--- src/rtl/vtg_pkg.sv ---
package vtg_pkg;
  localparam int CFG_W   = 16;
  localparam int NFIELD  = 8;

  typedef struct packed {
    logic [CFG_W-1:0] h_period;
    logic [CFG_W-1:0] h_width;
    logic [CFG_W-1:0] h_delay;
    logic [CFG_W-1:0] h_blocks;
    logic [CFG_W-1:0] v_period;
    logic [CFG_W-1:0] v_width;
    logic [CFG_W-1:0] v_delay;
    logic [CFG_W-1:0] v_lines;
    logic             master;
    logic             gray;
  } vtg_cfg_t;
endpackage

--- src/rtl/vtg_regs.sv ---
module vtg_regs
  import vtg_pkg::*;
#(
  parameter int AW = 5
) (
  input  logic          clk,
  input  logic          rst,
  input  logic          we,
  input  logic [AW-1:0] addr,
  input  logic [7:0]    wdata,
  output vtg_cfg_t      cfg
);
  localparam int MODE_ADDR = 2 * NFIELD;

  logic [CFG_W-1:0] fld [NFIELD];
  logic [1:0]       mode_q;

  for (genvar f = 0; f < NFIELD; f++) begin : g_field
    always_ff @(posedge clk) begin
      if (rst) begin
        fld[f] <= '0;
      end else if (we && addr == AW'(2 * f)) begin
        fld[f][7:0] <= wdata;
      end else if (we && addr == AW'(2 * f + 1)) begin
        fld[f][15:8] <= wdata;
      end
    end
  end

  always_ff @(posedge clk) begin
    if (rst)                              mode_q <= 2'b00;
    else if (we && addr == AW'(MODE_ADDR)) mode_q <= wdata[1:0];
  end

  always_comb begin
    cfg.h_period = fld[0];
    cfg.h_width  = fld[1];
    cfg.h_delay  = fld[2];
    cfg.h_blocks = fld[3];
    cfg.v_period = fld[4];
    cfg.v_width  = fld[5];
    cfg.v_delay  = fld[6];
    cfg.v_lines  = fld[7];
    cfg.master   = mode_q[0];
    cfg.gray     = mode_q[1];
  end
endmodule

--- src/rtl/vtg_axis.sv ---
module vtg_axis #(
  parameter int DW          = 16,
  parameter bit BLOCK_SCALE = 1'b0
) (
  input  logic          clk,
  input  logic          rst,
  input  logic          master,
  input  logic          gray,
  input  logic          step,
  input  logic          restart,
  input  logic [DW-1:0] period,
  input  logic [DW-1:0] width,
  input  logic [DW-1:0] delay,
  input  logic [DW-1:0] active,
  output logic          wrap_o,
  output logic          sync_lo_o,
  output logic          in_win_o
);
  localparam int CW = DW + 5;

  logic [CW-1:0] cnt, last, wlast, alen, wstart, wend;

  always_comb begin
    if (gray) begin
      last  = (CW'(period) << 1) | CW'(1);
      wlast = (CW'(width)  << 1) | CW'(1);
    end else begin
      last  = CW'(period);
      wlast = CW'(width);
    end
    if (BLOCK_SCALE) alen = gray ? (CW'(active) << 4) : (CW'(active) << 3);
    else             alen = CW'(active);
    wstart = CW'(delay);
    wend   = wstart + alen;
  end

  always_ff @(posedge clk) begin
    if (rst) begin
      cnt <= '0;
    end else if (restart) begin
      cnt <= '0;
    end else if (step) begin
      if (master)          cnt <= (cnt >= last) ? '0 : cnt + CW'(1);
      else if (cnt != '1)  cnt <= cnt + CW'(1);
    end
  end

  assign wrap_o    = master & step & (cnt >= last);
  assign sync_lo_o = (cnt <= wlast);
  assign in_win_o  = (cnt >= wstart) && (cnt < wend);

  assert_restart_clear_R9: assert property (@(posedge clk) disable iff (rst)
    restart |=> (cnt == '0));

  assert_hold_when_idle_R8: assert property (@(posedge clk) disable iff (rst)
    (!step && !restart) |=> $stable(cnt));
endmodule

--- src/rtl/vsync_timing_gen.sv ---
module vsync_timing_gen
  import vtg_pkg::*;
#(
  parameter int AW = 5
) (
  input  logic          clk,
  input  logic          rst,
  input  logic          reg_we,
  input  logic [AW-1:0] reg_addr,
  input  logic [7:0]    reg_wdata,
  input  logic          stall,
  input  logic          hsync_in,
  input  logic          vsync_in,
  output logic          hsync_out,
  output logic          vsync_out,
  output logic          sync_oe,
  output logic          pix_in_n
);
  vtg_cfg_t cfg;
  logic h_in_q, v_in_q, h_fall, v_fall;
  logic h_wrap, h_lo, h_win, v_wrap, v_lo, v_win;
  logic step_v;

  vtg_regs #(.AW(AW)) regs_i (
    .clk(clk), .rst(rst), .we(reg_we), .addr(reg_addr),
    .wdata(reg_wdata), .cfg(cfg)
  );

  assign h_fall = ~cfg.master & h_in_q & ~hsync_in;
  assign v_fall = ~cfg.master & v_in_q & ~vsync_in;
  assign step_v = ~stall & (cfg.master ? h_wrap : h_fall);

  vtg_axis #(.DW(CFG_W), .BLOCK_SCALE(1'b1)) h_axis_i (
    .clk(clk), .rst(rst), .master(cfg.master), .gray(cfg.gray),
    .step(~stall), .restart(h_fall & ~stall),
    .period(cfg.h_period), .width(cfg.h_width),
    .delay(cfg.h_delay), .active(cfg.h_blocks),
    .wrap_o(h_wrap), .sync_lo_o(h_lo), .in_win_o(h_win)
  );

  vtg_axis #(.DW(CFG_W), .BLOCK_SCALE(1'b0)) v_axis_i (
    .clk(clk), .rst(rst), .master(cfg.master), .gray(1'b0),
    .step(step_v), .restart(v_fall & ~stall),
    .period(cfg.v_period), .width(cfg.v_width),
    .delay(cfg.v_delay), .active(cfg.v_lines),
    .wrap_o(v_wrap), .sync_lo_o(v_lo), .in_win_o(v_win)
  );

  always_ff @(posedge clk) begin
    if (rst) begin
      h_in_q    <= 1'b1;
      v_in_q    <= 1'b1;
      hsync_out <= 1'b1;
      vsync_out <= 1'b1;
      sync_oe   <= 1'b0;
      pix_in_n  <= 1'b1;
    end else begin
      h_in_q    <= hsync_in;
      v_in_q    <= vsync_in;
      hsync_out <= ~(cfg.master & h_lo);
      vsync_out <= ~(cfg.master & v_lo);
      sync_oe   <= cfg.master;
      pix_in_n  <= ~(h_win & v_win & ~stall);
    end
  end

  logic unused_ok;
  assign unused_ok = v_wrap;

  assert_stall_blocks_strobe_R8: assert property (@(posedge clk) disable iff (rst)
    stall |=> pix_in_n);

  assert_slave_sync_idle_R9: assert property (@(posedge clk) disable iff (rst)
    !cfg.master |=> (hsync_out && vsync_out));

  assert_oe_tracks_mode_R11: assert property (@(posedge clk) disable iff (rst)
    cfg.master |=> sync_oe);
endmodule

--- config.mk ---
export PLATFORM = sky130hd
export DESIGN_NAME = vsync_timing_gen
export DESIGN_NICKNAME = d
export VERILOG_FILES = /design/src/rtl/vtg_pkg.sv /design/src/rtl/vtg_regs.sv /design/src/rtl/vtg_axis.sv /design/src/rtl/vsync_timing_gen.sv
export SDC_FILE = /design/constraint.sdc
export NUM_CORES = 1
export LEC_CHECK = 0
export BUFFER_PORTS_ARGS = -buffer_cell sky130_fd_sc_hd__buf_2
export CAP_MARGIN = 20
export CORE_MARGIN = 2
export CORE_UTILIZATION = 50
export DETAILED_ROUTE_END_ITERATION = 8
export GPL_TIMING_DRIVEN = 0
export MAX_ROUTING_LAYER = met4
export PLACE_DENSITY = 0.66
export SLEW_MARGIN = 10
export SYNTH_ARGS = -nofsm -noshare
export SYNTH_HDL_FRONTEND = slang
export SYNTH_SLANG_ARGS = --single-unit
--- constraint.sdc ---
create_clock -name clk -period 5.8 [get_ports clk]
set_input_delay 0.58 -clock clk [delete_from_list [all_inputs] [get_ports clk]]
set_output_delay 0.58 -clock clk [all_outputs]
set_load 0.01 [all_outputs]
# Yosys cells after proc, flatten, opt, wreduce, memory -nomap -nowiden
# Memories as Yosys holds them, arrays and structs flattened.
# Index checks and enable logic that the tools add are counted.
[classes]
n_addsub = 4
order_cmp = 8
n_eq_ne = 18
muxes = 84
bitwise_logic = 36
reduce_logical = 26
[op_table]
columns = ["cell", "count"]
rows = [
  ["$mux 8", 16],
  ["$mux 21", 6],
  ["$ge 21x16->1", 3],
  ["$mux 1", 59],
  ["$add 21x1->21 const B", 2],
  ["$lt 21x21->1", 2],
  ["$ne 21x21->1 const B", 2],
  ["$eq 5x4->1 const B", 8],
  ["$mux 17", 2],
  ["$add 16x21->21", 1],
  ["$ge 21x21->1", 1],
  ["$le 21x16->1", 1],
  ["$le 21x21->1", 1],
  ["$eq 5x3->1 const B", 4],
  ["$mux 20", 1],
  ["$logic_and 1x1->1", 19],
  ["$add 16x16->17", 1],
  ["$or 1x1->1", 16],
  ["$and 1x1->1", 13],
  ["$eq 5x2->1 const B", 2],
  ["$not 1->1", 7],
  ["$eq 5x1->1 const B", 1],
  ["$eq 5x5->1 const B", 1],
  ["$logic_not 5->1", 1],
  ["other kinds (3)", 6],
]
[totals]
ff_bits = 50
ram_bits = 128
input_bits = 19
out_inout_bits = 4
word_cells = 186
memories = 1
[mem_list]
columns = ["name", "depth", "width", "rd", "rd_clocked_by_memory_dff", "write_ports", "line", "source"]
rows = [
  ["regs_i.fld", 8, 16, 8, 0, 8, "vtg_regs.sv:15", "logic [CFG_W-1:0] fld [NFIELD];"],
]

# Logic depth before layout (Yosys ltp)
# Gate-level depths: netlist (run 1).
# An unclocked memory read counts as a cell.
[depth]
depth_word = 8
depth_mapped = 23
mapped_depth_nobuf = 21

# Cells and area by module
# A second synthesis (run 1) with hierarchy kept.
[hier_totals]
cells_unflattened = 1252
hier_area_um2 = 12438.2
[by_module_without_submodules]
columns = ["mod", "instances", "cells_per_inst", "area_per_inst_um2", "seq_area_each_um2"]
rows = [
  ["vtg_regs", 1, 349, 4936.0, 3883.7],
  ["vtg_axis at h_axis_i", 1, 449, 3742.3, 420.4],
  ["vtg_axis at v_axis_i", 1, 436, 3563.4, 420.4],
  ["vsync_timing_gen", 1, 18, 196.4, 120.1],
]

# Worst setup path after synthesis (run 1)
# No wires, ideal clock.
[synth_path]
kind = "register -> register"
from = "register regs_i.mode_q[1]"
to = "register pix_in_n"
setup_ps = 133
arrival_time_ps = 4222
required_ps = 5667
path_slack_ps = 1445
stages_incl_launch_ff = 20
n_path_buf = 2
period_less_slack_ps = 4355
cell_sequence = "dfxtp_1 > clkbuf_1 > clkbuf_1 > mux2_2 > ha_1 > a2111oi_0 > a21bo_2 > a211o_1 > a31oi_1 > o21ai_0 > a21boi_0 > ha_1 > nand2_1 > o22ai_1 > nor3_1 > o41ai_1 > a221oi_1 > o21ai_0 > a41oi_1 > nand4_1"
[synth_between]
elab_chain_len = 7
[synth_rtl]
columns = ["element", "line", "source"]
rows = [
  ["from (decl)", "vtg_regs.sv:16", "logic [1:0] mode_q;"],
  ["from (signal assigned)", "vtg_regs.sv:32", "else if (we && addr == AW'(MODE_ADDR)) mode_q <= wdata[1:0];"],
  ["$mux 20", "vtg_axis.sv:31", "if (BLOCK_SCALE) alen = gray ? (CW'(active) << 4) : (CW'(active) << 3);"],
  ["$add 16x21->21", "vtg_axis.sv:34", "wend = wstart + alen;"],
  ["$lt 21x21->1", "vtg_axis.sv:50", "assign in_win_o = (cnt >= wstart) && (cnt < wend);"],
  ["$logic_and 1x1->1", "vtg_axis.sv:50", ""],
  ["$and 1x1->1 (2 in a row)", "vsync_timing_gen.sv:63", "pix_in_n <= ~(h_win & v_win & ~stall);"],
  ["$not 1->1", "vsync_timing_gen.sv:63", ""],
  ["to (signal assigned)", "vsync_timing_gen.sv:63", ""],
  ["to (decl)", "vsync_timing_gen.sv:17", "output logic pix_in_n"],
]
# No other way between the ends.
# A chain may end at the register's enable or synchronous reset.

# Worst setup path after layout (run 1)
# Same ends and word-level chain as after synthesis.

==> impl_metrics.yaml, run 1 <==
hold_path:
  min_from: "hsync_in"
  hold_path_class: "in2reg"
  hold_depth: 2
  holdPathEnd: "h_in_q"
sta:
  worst_slack_ns: 0.279
  drv_slew: 0
  holdWs_ns: 0.342
  hold_viol: 0
  fin_tns_setup_ns: 0
  period_needed_ns: 5.52
  maxSlewHeadroom_pct: 35.0
  fmax_ghz: 0.181
  rsz0062_at_grt: "no"
  fin_skew_ns: 0.0135
  tightest_slew_ns: 0.975
  fin_crit_sh_pct: 95.2
  setup_violations: 0
logic_synthesis:
  yosysWarnings: 0
  synth_seq_area_share_pct: 39.7
  synth_area_leaders: "edfxtp_1 (31%), ha_1 (17%), dfxtp_1 (8.2%), and2_1 (6.8%), mux2i_1 (3.0%)"
  syn_nets: 1405
  yosys_most_used_dff: "edfxtp_1"
  synth_top_cell_area_share_pct: 31.5
  synth_cell_types: 65
  synth_area_um2: 12200
  synth_edf_count: 128
  syn_area_per_cell_um2: 10.0
  synthArstFlopShare_pct: 0
  synth_cells: 1221
  ys_ff_latch: 178
  synth_top_area_cell: "edfxtp_1"
grt:
  grt-ovfl-total: 0
  antenna_found_initial: 0
  grt_max_degree: 17
  grt_pass1_wl_mm: 47.0
  grt_usage_pct: 24.7
  grt_pass1_vias: 8806
placed_design:
  dp_slack_ns: 0.338
  portBuffers: 20
  gp_congestion: 0.921
  hpwl_mm: 22.6
drt:
  wl_mm: 30.1
  vias: 9161
  postRouteAntennaNets: 0
  wl_per_cell_um: 18.9
  drcViolationCount: 0
  via_per_inst: 5.74
  drt-initial-drc-count: 941
  drtPass1Iterations: 5
worst_setup_path:
  reg2reg_from: "regs_i.mode_q[1]"
  crit_fanout: 10
  slowest_delay_ns: 0.56
  cp-start-kind: "register"
  worstPathArrival_ns: 5.81
  path_cells: "clkbuf_1, clkbuf_1, mux2_2, ha_1, a2111oi_0, a21bo_2, a211o_1, a31oi_1, o21ai_0, a21boi_0, ha_1, nand2_1, o22ai_1, nor3_1, o41ai_1, a221oi_1, o21ai_0, a41oi_1, nand4_1"
  regToRegSetupSlack_ns: 0.28
  crit_required_ns: 6.09
  critPathKind: "reg2reg"
  slowest_stage: "clkbuf_1"
  critPathBufInv: 2
  cp_top_family: "compound AO/OA/AOI/OAI gates"
  end_kind: "register"
  ff2ff_path_depth: 19
  r2r_end: "pix_in_n"
finish:
  drive_gt1_share_pct: 6.76
  nFillCells: 2093
  n_antenna_cell: 0
  ff_latch_area_um2: 4840
  syn_to_final_growth_pct: 8.70
  final_nets: 1444
  utilization_pct: 54.9
  multiInputGateArea_um2: 6950
clocking:
  cts_tree: "yes"
  cts_buffers: 17
  htree_levels: 4
  cts.path.max_buffers: 2
  cts.clk_slew.worst_paths_ns: 0.07
  insertion_delay_ns: 0.44
  post_cts_buffers: 0
  cts.sinks: 178
  hold_buffers: 0
  post_cts_resized: 0
  clock-root-buffer: "clkbuf_16"
power:
  power_uw: 2980
  irDropWorstVdd_v: 0.000228
  p_comb_share_pct: 13.7
  clkPwrFrac_pct: 37.8
  powerDensity_nw_per_um2: 225
  p_sw_share_pct: 27.2
  p_int_uw: 2170
  power_frac_seq_pct: 48.5
  switching_power_uw: 811
  leakagePower_uw: 0.00566
floorplanning:
  start_util_pct: 50.5
  die_y_um: 160
  core_area_um2: 24200
  rows: 57
  die-width_um: 160
  ios: 23
  dieArea_um2: 25700
outcome:
  status: "finished clean"
flow_run:
  drv_cap: 0
## cells in the mapped netlist (3+ instances only)
library cell,n
o21ai_0,46
or4_1,4
ha_1,163
and2_1,132
mux2_2,12
and4_1,4
nand3_1,32
o211ai_1,3
a2111oi_0,5
or2_2,12
a221o_1,3
nand2_1,54
clkbuf_1,24
o31ai_1,16
buf_2,6
o21a_1,13
and3_1,14
nand4_1,26
a41o_1,4
a31oi_1,11
dfxtp_1,50
nor4_1,10
o41ai_1,6
a21o_1,33
a21boi_0,3
xor2_1,29
nand3b_1,3
a211oi_1,8
o21bai_1,6
mux2i_1,37
xnor2_1,19
a41oi_1,4
nand2b_1,18
nor3_1,24
inv_1,78
edfxtp_1,128
nor2b_1,19
nor2_1,85
a21oi_1,44
## metal layers
metal	up-vias	track usage, %	part of all wire, %
met2	233	37.5	43
met5	-	-	0
met4	0	8.07	2.1
li1	4535	-	-
met3	37	3.19	4.8
met1	4356	34.4	50
## how the worst max path moves through the flow
stage,startpoint,cells past startpoint,end,slack (ns)
after floorplan,regs_i.mode_q[1],19,pix_in_n,1.45
after detailed placement,regs_i.mode_q[1],19,pix_in_n,0.34
after global placement,regs_i.mode_q[1],19,pix_in_n,0.34
final,regs_i.mode_q[1],19,pix_in_n,0.28
after CTS,regs_i.mode_q[1],19,pix_in_n,0.35
after global routing,regs_i.mode_q[1],19,pix_in_n,0.02
## power by group through the flow
| stage | Sequential (uW) | Combinational [uW] | Clock (uW) |
|---|---|---|---|
| 3_3_place_gp | 1470 | 392 | 0 |
| 5_1_grt | 1450 | 458 | 1190 |
| 6_report | 1440 | 409 | 1130 |
| 3_5_place_dp | 1470 | 403 | 0 |
| 2_1_floorplan | 1460 | 295 | 0 |
| 4_1_cts | 1440 | 406 | 1140 |
## state kept, by name (all words and copies together), names as in the netlist
name           cells
v_in_q             1
sync_oe            1
regs_i.mode_q      2
v_axis_i.cnt      21
hsync_out          1
regs_i.fld       128
pix_in_n           1
h_in_q             1
vsync_out          1
h_axis_i.cnt      21
## metrics by stage
step / cell area (um2) / cells
final: 13300 / 1596
after global routing: 13300 / 1596
after CTS: 13300 / 1596
after detailed placement: 12700 / 1565
after global placement: 12700 / 1565
after floorplan: 12200 / 1221
## cell usage in the layout, fill, tap and decap left out, types with 10 or more instances in the layout
cell type	instances
ha_1	163
and2_1	132
edfxtp_1	128
nor2_1	85
inv_1	78
nand2_1	54
dfxtp_1	50
o21ai_0	46
a21oi_1	44
mux2i_1	37
a21o_1	33
nand3_1	32
xor2_1	29
nand4_1	26
buf_2	26
clkbuf_1	25
nor3_1	24
xnor2_1	19
nor2b_1	19
nand2b_1	18
clkbuf_16	17
o31ai_1	16
and3_1	14
o21a_1	13
or2_2	12
mux2_2	12
a31oi_1	11
nor4_1	10
## cell type report
| type | instances | area share [%] |
|---|---|---|
| buffer | 31 | 0.933 |
| clock buffer | 18 | 3.23 |
| clock inverter | 13 | 0.961 |
| inverter | 78 | 2.21 |
| multi-input combinational | 934 | 52.4 |
| sequential | 178 | 36.5 |
| tap | 324 | 3.05 |
| timing repair buffer | 20 | 0.754 |
## kinds of logic (layout without fill, tap and decap cells)
kind of cell | after synthesis | in the layout | share of synthesized area [%]
xor gates and xnor gates | 48 | 48 | 3.44
muxes | 49 | 49 | 4.14
adders and majority gates | 165 | 165 | 17.0
DFF | 178 | 178 | 39.7
AOI/OAI and AO/OA | 224 | 224 | 12.5
buffers and inverters | 109 | 160 | 3.41
and+or+nand+nor | 448 | 448 | 19.8
Power figures use the tool's default switching activity.
==> run 2: changes to the inputs <==
Settings changed: PLACE_DENSITY 0.66 to 0.68.
==> impl_metrics.yaml, run 2 (synthesized netlist as in run 1, its figures left out) <==
grt:
  grt-ovfl-total: 0
  grt_pass1_wl_mm: 47.2
  grt_pass1_vias: 8901
  antenna_found_initial: 3
  grt_max_degree: 18
  grt_usage_pct: 24.6
outcome:
  status: "finished clean"
sta:
  rsz0062_at_grt: "no"
  fmax_ghz: 0.188
  holdWs_ns: 0.346
  fin_skew_ns: 0.0127
  tightest_slew_ns: 0.956
  hold_viol: 0
  fin_tns_setup_ns: 0
  maxSlewHeadroom_pct: 36.2
  period_needed_ns: 5.31
  drv_slew: 0
  setup_violations: 0
  fin_crit_sh_pct: 91.5
finish:
  top_regs: "regs_i.fld: 128 flops, h_axis_i.cnt: 21 flops, v_axis_i.cnt: 21 flops"
  utilization_pct: 55.1
  syn_to_final_growth_pct: 9.10
  final_common_cell: "ha_1"
  regMostFlops: "regs_i.fld"
  final_nets: 1444
  layout_common_cells: "ha_1 (163), and2_1 (132), edfxtp_1 (128)"
  largest_register_ffs: 128
  drive_gt1_share_pct: 6.99
worst_setup_path:
  worstPathArrival_ns: 5.58
  crit_cells: 19
  path_cells: "clkbuf_1, clkbuf_2, mux2_2, ha_1, a2111oi_0, a21bo_2, a211o_1, a31oi_1, o21ai_0, a21boi_0, ha_1, nand2_1, o22ai_1, nor3_1, o41ai_1, a221oi_1, o21ai_0, a41oi_1, nand4_1"
  cp_top_family: "compound AO/OA/AOI/OAI gates"
  cp-start-kind: "register"
  ff2ff_path_depth: 19
  startpoint: "regs_i.mode_q[1]"
  slowest_stage: "a2111oi_0"
  crit_required_ns: 6.07
  critPathKind: "reg2reg"
  regToRegSetupSlack_ns: 0.49
  r2r_end: "pix_in_n"
  reg2reg_from: "regs_i.mode_q[1]"
  crit_fanout: 10
  slowest_delay_ns: 0.48
  critPathBufInv: 2
  end_kind: "register"
  crit_end: "pix_in_n"
floorplanning:
  dieArea_um2: 25700
  die_y_um: 160
  start_util_pct: 50.5
  die-width_um: 160
  core_area_um2: 24200
  ios: 23
  rows: 57
hold_path:
  hold_path_class: "in2reg"
power:
  powerDensity_nw_per_um2: 229
  p_comb_share_pct: 13.4
  leakagePower_uw: 0.00570
  clkPwrFrac_pct: 39.3
  power_frac_seq_pct: 47.3
  switching_power_uw: 828
  power_uw: 3050
  p_sw_share_pct: 27.1
  irDropWorstVdd_v: 0.000195
  p_int_uw: 2220
drt:
  vias: 9090
  via_per_inst: 5.69
  wl_mm: 29.8
  drcViolationCount: 0
  wl_per_cell_um: 18.6
  drt-initial-drc-count: 763
  drtPass1Iterations: 5
  postRouteAntennaNets: 0
clocking:
  htree_levels: 4
  insertion_delay_ns: 0.44
  cts.sinks: 178
  clock-root-buffer: "clkbuf_16"
  cts_buffers: 17
  hold_buffers: 0
  cts.clk_slew.worst_paths_ns: 0.07
  cts_tree: "yes"
  cts.path.max_buffers: 2
placed_design:
  gp_congestion: 0.864
  portBuffers: 20
  hpwl_mm: 22.2
flow_run:
  drv_cap: 0
-- run 2: cell count changes in the layout (fill, tap and decap cells not counted), sizes merged --
cell | previous run | this run
clkinvlp | 4 | 2
clkbuf | 42 | 41
inv | 82 | 83
clkinv | 4 | 6
bufinv | 1 | 2
diode | 0 | 1
-- run 2: layout make-up --
cell class	count	area (um2)
fill	2081	10900
multi-input combinational	934	6950
sequential	178	4840
clock buffer	17	425
tap	324	405
inverter	78	293
clock inverter	15	175
buffer	31	126
timing repair buffer	20	100
antenna	1	2.50
-- run 2: worst min-delay path by stage --
stage | start | endpoint | depth (start not counted)
6_report | hsync_in | h_in_q | 2
5_1_grt | hsync_in | h_in_q | 2
4_1_cts | vsync_in | v_in_q | 2
3_5_place_dp | v_axis_i.cnt[0] | v_axis_i.cnt[0] | 1
3_3_place_gp | v_axis_i.cnt[0] | v_axis_i.cnt[0] | 1
2_1_floorplan | v_axis_i.cnt[0] | v_axis_i.cnt[0] | 1
-- run 2: power by group through the flow --
stage / sequential, uW / combinational, uW / clock (uW)
final: 1440 / 409 / 1200
after global routing: 1450 / 462 / 1260
after CTS: 1440 / 407 / 1200
after detailed placement: 1470 / 401 / 0
after global placement: 1470 / 391 / 0
after floorplan: 1460 / 295 / 0
-- run 2: through the flow --
stage	std cells	cell area, um2	setup WS, ns
finish	1598	13300	0.494
global route	1597	13300	0.131
CTS	1597	13300	0.315
detailed placement	1565	12700	0.334
global placement	1565	12700	0.359
floorplan	1221	12200	1.45
-- run 2: per-layer routing --
metal	GRT usage (%)	share of wire (%)	up-vias	wire length, um
met5	-	0	-	0
met4	7.45	2.5	0	733
met3	3.51	6.3	45	1870
met2	36.9	43	250	12800
met1	34.7	48	4263	14400
li1	-	-	4532	-
-- run 2: what timing repair did --
item	in CTS	in global routing
setup buffers	0	0
gates resized for setup	0	5
setup endpoints to repair	0	1
